### config.mk
export PLATFORM = sky130hd
export DESIGN_NAME = evt_capture
export DESIGN_NICKNAME = d
export VERILOG_FILES = /design/src/rtl/evt_cap_pkg.sv /design/src/rtl/evt_mask_mem.sv /design/src/rtl/evt_queue.sv /design/src/rtl/evt_queue_ctrl.sv /design/src/rtl/evt_capture.sv
export SDC_FILE = /design/constraint.sdc
export NUM_CORES = 1
export LEC_CHECK = 0
export ABC_AREA = 1
export BUFFER_PORTS_ARGS = -buffer_cell sky130_fd_sc_hd__buf_2
export CAP_MARGIN = 10
export CORE_MARGIN = 3
export CORE_UTILIZATION = 55
export CTS_CLUSTER_DIAMETER = 50
export CTS_CLUSTER_SIZE = 20
export DETAILED_ROUTE_END_ITERATION = 8
export PLACE_DENSITY = 0.74
export SLEW_MARGIN = 10
export SYNTH_ARGS = -nofsm -noshare
export SYNTH_HDL_FRONTEND = slang
export SYNTH_SLANG_ARGS = --single-unit
### constraint.sdc
create_clock -name clk -period 2.9 [get_ports clk]
set_input_delay 0.145 -clock clk [delete_from_list [all_inputs] [get_ports clk]]
set_output_delay 0.145 -clock clk [all_outputs]
set_load 0.02 [all_outputs]
### src/rtl/evt_cap_pkg.sv
package evt_cap_pkg;

    typedef enum logic [1:0] {
        SEL_MASK,
        SEL_FIFO,
        SEL_STAT
    } host_sel_e;

    typedef enum logic [1:0] {
        Q_EMPTY,
        Q_PART,
        Q_FULL
    } q_state_e;

    // Address bit AW-1 selects the control region; bit 1 picks status over FIFO.
    function automatic host_sel_e decode_sel(input logic top_bit, input logic bit1);
        if (!top_bit)
            return SEL_MASK;
        else if (bit1)
            return SEL_STAT;
        else
            return SEL_FIFO;
    endfunction

endpackage

### src/rtl/evt_mask_mem.sv
module evt_mask_mem #(
    parameter int CODE_W = 8
) (
    input  logic              clk,
    input  logic              rst_n,
    input  logic [CODE_W-1:0] lk_code,
    output logic              lk_en,
    input  logic              wr_en,
    input  logic [CODE_W-1:0] wr_code,
    input  logic              wr_bit,
    input  logic [CODE_W-1:0] rd_code,
    output logic              rd_bit
);
    localparam int NUM = 1 << CODE_W;

    logic [NUM-1:0] en_bits;

    always_ff @(posedge clk) begin
        if (!rst_n)
            en_bits <= '0;
        else if (wr_en)
            en_bits[wr_code] <= wr_bit;
    end

    // Lookups see the stored value, i.e. the one before a write in this cycle.
    assign lk_en  = en_bits[lk_code];
    assign rd_bit = en_bits[rd_code];

endmodule

### src/rtl/evt_queue.sv
module evt_queue #(
    parameter int DW    = 8,
    parameter int DEPTH = 16
) (
    input  logic          clk,
    input  logic          rst_n,
    input  logic          push,
    input  logic [DW-1:0] din,
    input  logic          pop,
    output logic [DW-1:0] head
);
    localparam int AW = (DEPTH > 1) ? $clog2(DEPTH) : 1;
    localparam logic [AW-1:0] LAST = AW'(DEPTH - 1);

    logic [DW-1:0] slots [DEPTH];
    logic [AW-1:0] wptr;
    logic [AW-1:0] rptr;

    function automatic logic [AW-1:0] bump(input logic [AW-1:0] p);
        return (p == LAST) ? '0 : p + AW'(1);
    endfunction

    always_ff @(posedge clk) begin
        if (!rst_n) begin
            wptr <= '0;
            rptr <= '0;
        end else begin
            if (push)
                wptr <= bump(wptr);
            if (pop)
                rptr <= bump(rptr);
        end
    end

    always_ff @(posedge clk) begin
        if (push)
            slots[wptr] <= din;
    end

    assign head = slots[rptr];

endmodule

### src/rtl/evt_queue_ctrl.sv
module evt_queue_ctrl
    import evt_cap_pkg::*;
#(
    parameter int DEPTH = 16
) (
    input  logic clk,
    input  logic rst_n,
    input  logic push_req,
    input  logic pop_req,
    output logic push_ok,
    output logic pop_ok,
    output logic drop,
    output logic empty,
    output logic full
);
    localparam int CW = $clog2(DEPTH + 1);
    localparam logic [CW-1:0] ONE      = CW'(1);
    localparam logic [CW-1:0] NEAR_TOP = CW'(DEPTH - 1);

    q_state_e      state, state_nx;
    logic [CW-1:0] count, count_nx;

    // State register
    always_ff @(posedge clk) begin
        if (!rst_n) begin
            state <= Q_EMPTY;
            count <= '0;
        end else begin
            state <= state_nx;
            count <= count_nx;
        end
    end

    // Outputs
    always_comb begin
        push_ok = 1'b0;
        pop_ok  = 1'b0;
        drop    = 1'b0;
        empty   = 1'b0;
        full    = 1'b0;
        unique case (state)
            Q_EMPTY: begin
                empty   = 1'b1;
                push_ok = push_req;
            end
            Q_PART: begin
                push_ok = push_req;
                pop_ok  = pop_req;
            end
            Q_FULL: begin
                full   = 1'b1;
                drop   = push_req;
                pop_ok = pop_req;
            end
            default: begin
                empty = 1'b1;
            end
        endcase
    end

    // Next state
    always_comb begin
        state_nx = state;
        count_nx = count;
        if (push_ok && !pop_ok)
            count_nx = count + ONE;
        else if (pop_ok && !push_ok)
            count_nx = count - ONE;
        unique case (state)
            Q_EMPTY: if (push_ok) state_nx = Q_PART;
            Q_PART: begin
                if (pop_ok && !push_ok && count == ONE)
                    state_nx = Q_EMPTY;
                else if (push_ok && !pop_ok && count == NEAR_TOP)
                    state_nx = Q_FULL;
            end
            Q_FULL: if (pop_ok) state_nx = (DEPTH == 1) ? Q_EMPTY : Q_PART;
            default: state_nx = Q_EMPTY;
        endcase
    end

endmodule

### src/rtl/evt_capture.sv
module evt_capture
    import evt_cap_pkg::*;
#(
    parameter int          CODE_W  = 8,
    parameter int          DEPTH   = 16,
    parameter int          DATA_W  = 16,
    parameter logic [7:0]  IRQ_VEC = 8'h16,
    localparam int         ADDR_W  = CODE_W + 2
) (
    input  logic              clk,
    input  logic              rst_n,
    input  logic              evt_strobe_i,
    input  logic [CODE_W-1:0] evt_code_i,
    input  logic              host_wr_i,
    input  logic              host_rd_i,
    input  logic [ADDR_W-1:0] host_addr_i,
    input  logic [DATA_W-1:0] host_wdata_i,
    output logic [DATA_W-1:0] host_rdata_o,
    output logic              irq_o,
    output logic [7:0]        irq_vec_o
);
    host_sel_e         sel;
    logic [CODE_W-1:0] host_code;
    logic              lk_en;
    logic              mask_rd_bit;
    logic              evt_hit;
    logic              fifo_rd;
    logic              push_ok, pop_ok, drop, q_empty, q_full;
    logic [CODE_W-1:0] q_head;
    logic              ovf_q;
    logic              ovf_clr;

    assign sel       = decode_sel(host_addr_i[ADDR_W-1], host_addr_i[1]);
    assign host_code = host_addr_i[CODE_W:1];

    evt_mask_mem #(.CODE_W(CODE_W)) u_mask (
        .clk     (clk),
        .rst_n   (rst_n),
        .lk_code (evt_code_i),
        .lk_en   (lk_en),
        .wr_en   (host_wr_i && sel == SEL_MASK),
        .wr_code (host_code),
        .wr_bit  (host_wdata_i[0]),
        .rd_code (host_code),
        .rd_bit  (mask_rd_bit)
    );

    assign evt_hit = evt_strobe_i && lk_en;
    assign fifo_rd = host_rd_i && sel == SEL_FIFO;

    evt_queue_ctrl #(.DEPTH(DEPTH)) u_ctrl (
        .clk      (clk),
        .rst_n    (rst_n),
        .push_req (evt_hit),
        .pop_req  (fifo_rd),
        .push_ok  (push_ok),
        .pop_ok   (pop_ok),
        .drop     (drop),
        .empty    (q_empty),
        .full     (q_full)
    );

    evt_queue #(.DW(CODE_W), .DEPTH(DEPTH)) u_queue (
        .clk   (clk),
        .rst_n (rst_n),
        .push  (push_ok),
        .din   (evt_code_i),
        .pop   (pop_ok),
        .head  (q_head)
    );

    assign ovf_clr = host_wr_i && sel == SEL_STAT && host_wdata_i[0];

    always_ff @(posedge clk) begin
        if (!rst_n)
            ovf_q <= 1'b0;
        else if (drop)
            ovf_q <= 1'b1;
        else if (ovf_clr)
            ovf_q <= 1'b0;
    end

    always_ff @(posedge clk) begin
        if (!rst_n) begin
            host_rdata_o <= '0;
        end else if (host_rd_i) begin
            unique case (sel)
                SEL_MASK: host_rdata_o <= DATA_W'(mask_rd_bit);
                SEL_FIFO: host_rdata_o <= q_empty ? '0 : DATA_W'(q_head);
                SEL_STAT: host_rdata_o <= DATA_W'(ovf_q);
                default:  host_rdata_o <= '0;
            endcase
        end
    end

    assign irq_o     = !q_empty;
    assign irq_vec_o = IRQ_VEC;

endmodule

Word level (Yosys, flattened, before mapping) --
Memory sizes are Yosys's and may differ from the RTL's. A register that Yosys moved wholly into a read port is not among the register bits. Cells that the tools add are included.
Operators by class: $lt $le $gt $ge 3, eq/ne operators 11, bitwise logic cells 0, $mul 0, divide/modulo/power cells 0, mux-type cells 29, shifts and indexed selects 0, reduce and logical (&&, ||, !) cells 19, add/subtract/negate cells 4
Operators by type and width (count):
- 256-bit bitwise mux | 1
- 8-bit one-hot mux with 3 select lines | 1
- 8-bit by 9-bit less-than comparator with 1-bit output, second input constant | 2
- 1-bit binary-select mux with 8-bit select | 2
- 4-bit 2-to-1 mux | 4
- 2-bit 2-to-1 mux | 6
- 1-bit logical AND | 10
- 1-bit 2-to-1 mux | 10
- 5-bit 2-to-1 mux | 2
- 4-bit by 1-bit adder with 4-bit output, second input constant | 2
- 1-bit demux with 8-bit select | 1
- 4-bit == test, second input constant | 2
- 8-bit by 1-bit greater-or-equal comparator with 1-bit output, second input constant | 1
- 8-bit 2-to-1 mux | 1
- 2-bit one-hot mux with 3 select lines | 1
- 5-bit by 1-bit adder with 5-bit output, second input constant | 1
- 5-bit by 1-bit == test with 1-bit output, second input constant | 1
- 5-bit by 4-bit == test with 1-bit output, second input constant | 1
- 5-bit by 1-bit subtractor with 5-bit output, second input constant | 1
- 2-bit by 1-bit == test with 1-bit output, second input constant | 2
- 2-bit == test, second input constant | 2
- 2-bit zero test | 2
- 2-bit by 1-bit inequality test with 1-bit output, second input constant | 2
- 2-bit nonzero test | 2
- other kinds (4) | 6
Word-level totals: ROM bits 0, memory bits (writable) 128, output and inout port bits 25, input port bits 39, memories kept 1, word-level logic and storage cells 74, bits in latches 0, register bits 288
Memories:
- u_queue.slots | depth 16, width 8, read ports 1, clocked after memory_dff 1, write ports 1, line evt_queue.sv:15 | logic [DW-1:0] slots [DEPTH];

Logic depth before layout (Yosys ltp) --
depth after elaboration 11, mapped depth 24, mapped depth without buffers 22

Cells and area by module --
From an unflattened synthesis, not the netlist that was laid out.
Second synthesis, totals: cell total of the unflattened synthesis 3165, area total of the unflattened synthesis 22262.6 um^2
By module, submodules not included:
- evt_mask_mem | area each 15084.5 um^2, cells each 2413, seq. area each 5124.9 um^2, times used 1
- evt_queue | area each 6057.1 um^2, cells each 594, seq. area each 4083.9 um^2, times used 1
- evt_queue_ctrl | area each 593.1 um^2, cells each 84, seq. area each 140.1 um^2, times used 1
- evt_capture | area each 528.0 um^2, cells each 74, seq. area each 180.2 um^2, times used 1

Least setup slack after synthesis --
No wires, ideal clock.
path type register -> register, start reg u_ctrl.state[1], end reg u_ctrl.count[3], period minus slack after synthesis 2504 ps, setup time 122 ps, data required time 2778 ps, buffers on the path 2, setup slack 396 ps, cell stages (with the launch flop) 12, arrival time 2382 ps, cells stage by stage dfxtp_1 -> inv_1 -> ha_1 -> nand3_1 -> nor2_1 -> clkbuf_1 -> ha_1 -> clkbuf_1 -> nor4_1 -> a41oi_1 -> o21ai_0 -> a21oi_1
Between the ends: longest elaborated chain between the ends 6, elaborated cells between the ends (all ways) 13, those cells by class eq/ne (2); mux (3); reduce/logical (8)
RTL lines:
- from (decl) | line evt_queue_ctrl.sv:20 | q_state_e state, state_nx;
- from (signal assigned) | line evt_queue_ctrl.sv:29 | state <= state_nx;
- 2-bit by 1-bit == test with 1-bit output or 2-bit == test (tied branches)
- 2-bit OR reduction (no source line) (*)
- named net irq_o | line evt_capture.sv:19 | output logic irq_o,
- 1-bit 2-to-1 mux (*) | line evt_queue_ctrl.sv:41 | unique case (state)
- named net pop_ok | line evt_capture.sv:28 | logic push_ok, pop_ok, drop, q_empty, q_full;
- 1-bit zero test | line evt_queue_ctrl.sv:65 | if (push_ok && !pop_ok)
- 1-bit logical AND | line evt_queue_ctrl.sv:65
- 5-bit 2-to-1 mux or 2-bit nonzero test (tied branches)
- to (signal assigned) | line evt_queue_ctrl.sv:30 | count <= count_nx;
- to (decl) | line evt_queue_ctrl.sv:21 | logic [CW-1:0] count, count_nx;
Mark *: on every way through the listed nets, which the timed path passes. The rest lies on a longest branch. A chain may end at the register's enable or synchronous reset.

Worst setup path after layout --
start reg u_mask.en_bits[47], end reg host_rdata_o[0]
Between the ends: longest elaborated chain between the ends 3
RTL lines:
- from (decl) | line evt_mask_mem.sv:16 | logic [NUM-1:0] en_bits;
- from (signal, indexed assignment) | line evt_mask_mem.sv:22 | en_bits[wr_code] <= wr_bit;
- 1-bit binary-select mux with 8-bit select | line evt_mask_mem.sv:27 | assign rd_bit = en_bits[rd_code];
- 1-bit 2-to-1 mux (implied by the code) | line evt_mask_mem.sv:27
- 8-bit one-hot mux with 3 select lines | line evt_capture.sv:87 | unique case (sel)
- to (signal assigned) | line evt_capture.sv:88 | SEL_MASK: host_rdata_o <= DATA_W'(mask_rd_bit);
- to (signal assigned) | line evt_capture.sv:89 | SEL_FIFO: host_rdata_o <= q_empty ? '0 : DATA_W'(q_head);
- to (signal assigned) | line evt_capture.sv:90 | SEL_STAT: host_rdata_o <= DATA_W'(ovf_q);
- to (decl) | line evt_capture.sv:18 | output logic [DATA_W-1:0] host_rdata_o,
No other way between the ends. The select of a mux whose other input is x is not followed.

==> results.md <==
- # diodes: 0
- Vias in the first global route: 20.2k
- Worst path cell trace: a22oi_1 -> nand2_1 -> nand2_1 -> nand2_1 -> nor3_1 -> nor2_1 -> nor2_1 -> nand2_1 -> nand2_1 -> nand2_1 -> o21ai_0 -> a21oi_1 -> dlygate4sd3_1
- Core Footprint: 0.0370 mm2
- Worst skew pair latency: 590 ps
- Grt ovf: 0
- Final Setup Violations: 0
- Worst setup path startpoint: u_mask.en_bits[47]
- Distinct cells, synth: 36
- # IOs: 64
- Post-synthesis sequential area ratio: 45.7%
- Top FF cell, synth: dfxtp_1
- Share of cells above drive strength 1: 9.68%
- CP most frequent cell: nand2_1
- DRC Markers: 0
- # rows: 70
- ANT nets after route: 0
- Area delta synth->final: 12.2%
- Crit start category: register
- Instance area at placement: 0.0218 mm2
- RePlAce Congestion: 0.947
- Switch Pwr: 4.10 mW
- Vias/cell: 6.75
- Placed insts: 3188
- Fraction of registers with async set or reset after synthesis: 0%
- CTS tree: built
- Combinational fraction of design power: 14.6%
- Slowest cell on crit path: dlygate4sd3_1
- Fin worst setup slack: 152 ps
- TritonCTS Sinks: 412
- CTS buffer count: 41
- Rel. slew slack: 16.2%
- Final instance area: 0.0234 mm2
- Final hold vios: 0
- Worst Path Arrival: 3210 ps
- Final core occ: 63.3%
- Most common cell in the synthesized netlist: nand2_1
- Post-DP HPWL: 45.4 mm
- Detailed Route WL: 79.7 mm
- Port bufs: 31
- Crit path required time: 3370 ps
- Yosys reg bits: 412
- Die Span Y: 201 um
- Internal: 9.58 mW
- Setup TNS: 0 ps
- CTS HTree Levels: 2
- CP Max Fanout: 3
- Tcrit/Tclk final: 94.7%
- Synthesized area per cell: 7.55 um2
- GRT Overall Usage: 37.5%
- Die area: 0.0403 mm2
- Actual slew at the worst max-slew pin: 1260 ps
- First-pass GRT wire length: 119 mm
- Vias: 22.1k
- Final Non-Filler Cells: 3272
- Pin count of the biggest net entering global routing: 143
- Power Dens Cells: 585 mW/mm2
- Reg2reg start: u_mask.en_bits[47]
- MaxCap Viol Count: 0
- Worst setup EP type: register
- Flop pwr share: 44.4%
- Initial DRC count: 4491
- Final #Nets: 2791
- Fillers: 3205
- Main area contributors after synthesis: dfxtp_1 27%, edfxtp_1 18%, nor3_1 9.6%, nand2_1 7.9%, a21oi_1 7.3%
- Post-CTS setup buffers: 0
- DRT Pass-1 Iters: 7
- FF-to-FF End: host_rdata_o[0]
- Initial antenna violation count: 2
- R2R cell count: 13
- Switching share of power: 30.0%
- Clock network power share: 41.0%
- Synth area leader: dfxtp_1
- Final Max Tran Viols: 0
- Internal reg-to-reg setup slack: 150 ps
- Worst setup path endpoint: host_rdata_o[0]
- Worst hold path type: in2reg
- Maximum clock rate: 0.364 GHz
- Yosys warning total: 0
- Top cell type's share of synthesized area: 27.2%
- CP max stage delay: 580 ps
- RSZ-0062 raised after global routing: yes
- Die width: 201 um
- Cell area after synthesis: 0.0209 mm2
- WL/cell: 24.4 um
- WS Path Type: reg2reg
- Initial Utilization: 56.5%
- Peak supply drop: 0.394 mV
- Max Clock Skew: 23.0 ps
- Post-synthesis cell count: 2764
- FF+latch area: 0.00953 mm2
- Leak pwr: 7.83 nW
- Setup Slack @ Placement: 51.5 ps
- Minimum clock period: 2750 ps
- Status: completed
- Root Driver: clkbuf_16
- Synth top cells by count: 440 x nand2_1, 400 x nor3_1, 305 x a21oi_1, 305 x nand3_1, 284 x dfxtp_1
- Multi-input gate area: 0.00989 mm2
- Clk buf depth: 3
- Number of synthesized flops with an enable pin: 128
- Clock slew at reported path FFs: 80 ps
worst max-delay path: cells and delay by family, from the launching register on:
| family | cells | cell delay, ps |
|---|---|---|
| and+or+nand+nor | 9 | 1130 |
| AOI/OAI and AO/OA | 3 | 610 |
| buffers and inverters | 1 | 580 |
| DFF | 1 | 330 |
sequential cells by signal, summed over array words and instances (netlist names), named ones only:
signal,flops
host_rdata_o,8
u_queue.rptr,4
u_queue.wptr,4
ovf_q,1
u_queue.slots,128
u_mask.en_bits,256
u_ctrl.count,5
u_ctrl.state,2
power groups by stage:
stage,Combinational (mW),Clock (mW),Sequential [mW]
after floorplan,1.20,0,6.20
after global placement,1.83,0,6.20
after detailed placement,1.88,0,6.20
after CTS,1.90,5.61,6.07
after global routing,2.15,5.87,6.08
final,2.00,5.61,6.07
placed cells by master, fill, tap and decap left out, types with 8 or more instances in the layout:
master     netlist  final
ha_1            15     15
edfxtp_1       128    128
inv_1           94     93
o22ai_1         16     16
conb_1           2     16
a21oi_1        305    305
o211ai_1        12     12
o21ai_0        147    146
dfxtp_1        284    283
o221ai_1        15     15
clkbuf_16        0     47
inv_2           13     11
a22oi_1        128    128
nor3_1         400    400
nand2_1        440    439
inv_6            0      8
buf_12           0     18
nand3_1        305    304
buf_2           56     28
nor2_1         176    171
buf_4           30    107
worst min-delay path by stage:
stage / startpoint / endpoint / depth (start not counted)
after floorplan: evt_code_i[0] / u_queue.slots[0][0] / 0
after global placement: evt_code_i[1] / u_queue.slots[3][1] / 1
after detailed placement: evt_code_i[1] / u_queue.slots[3][1] / 1
after CTS: evt_strobe_i / ovf_q / 3
after global routing: evt_strobe_i / u_queue.wptr[1] / 4
final: evt_strobe_i / u_queue.wptr[1] / 4
layout make-up:
class	instances	share of cell area (%)
inverters	111	1.87
multi-input cells	2004	42.2
clock inverters	27	1.31
clock buffers	47	4.66
well taps	504	2.69
flip-flops and latches	412	40.7
repair buffers	167	6.53
logic make-up after synthesis:
| kind of cell | share of synthesized area [%] |
|---|---|
| other cells | 0.0360 |
| compound gates | 17.2 |
| buf+inv | 7.40 |
| fa+ha+maj | 0.899 |
| flops | 45.7 |
| simple gates | 28.6 |
| xor+xnor | 0.210 |
per-stage QoR:
stage          hold WS (ps)  power [mW]
4_1_cts                48.7        13.6
2_1_floorplan           244        7.40
5_1_grt                86.5        14.1
6_report               61.3        13.7
3_3_place_gp            435        8.03
3_5_place_dp            433        8.08
timing repair:
action                     4_1_cts  5_1_grt
resized for setup                0       12
hold endpoints to repair        15        0
hold buffers                     6        0
setup endpoints to repair        0        4
metal layers:
metal | up-vias | part of all wire (%) | wire [um] | global-route usage [%]
met5 | - | 0.033 | 26 | 0
met4 | 2 | 5.9 | 4700 | 17.8
met3 | 431 | 18 | 14000 | 14.7
met2 | 1904 | 40 | 32200 | 52.9
met1 | 10125 | 36 | 28700 | 50.5
li1 | 9635 | - | - | -
Note: power is estimated with default switching activity, not from simulation.
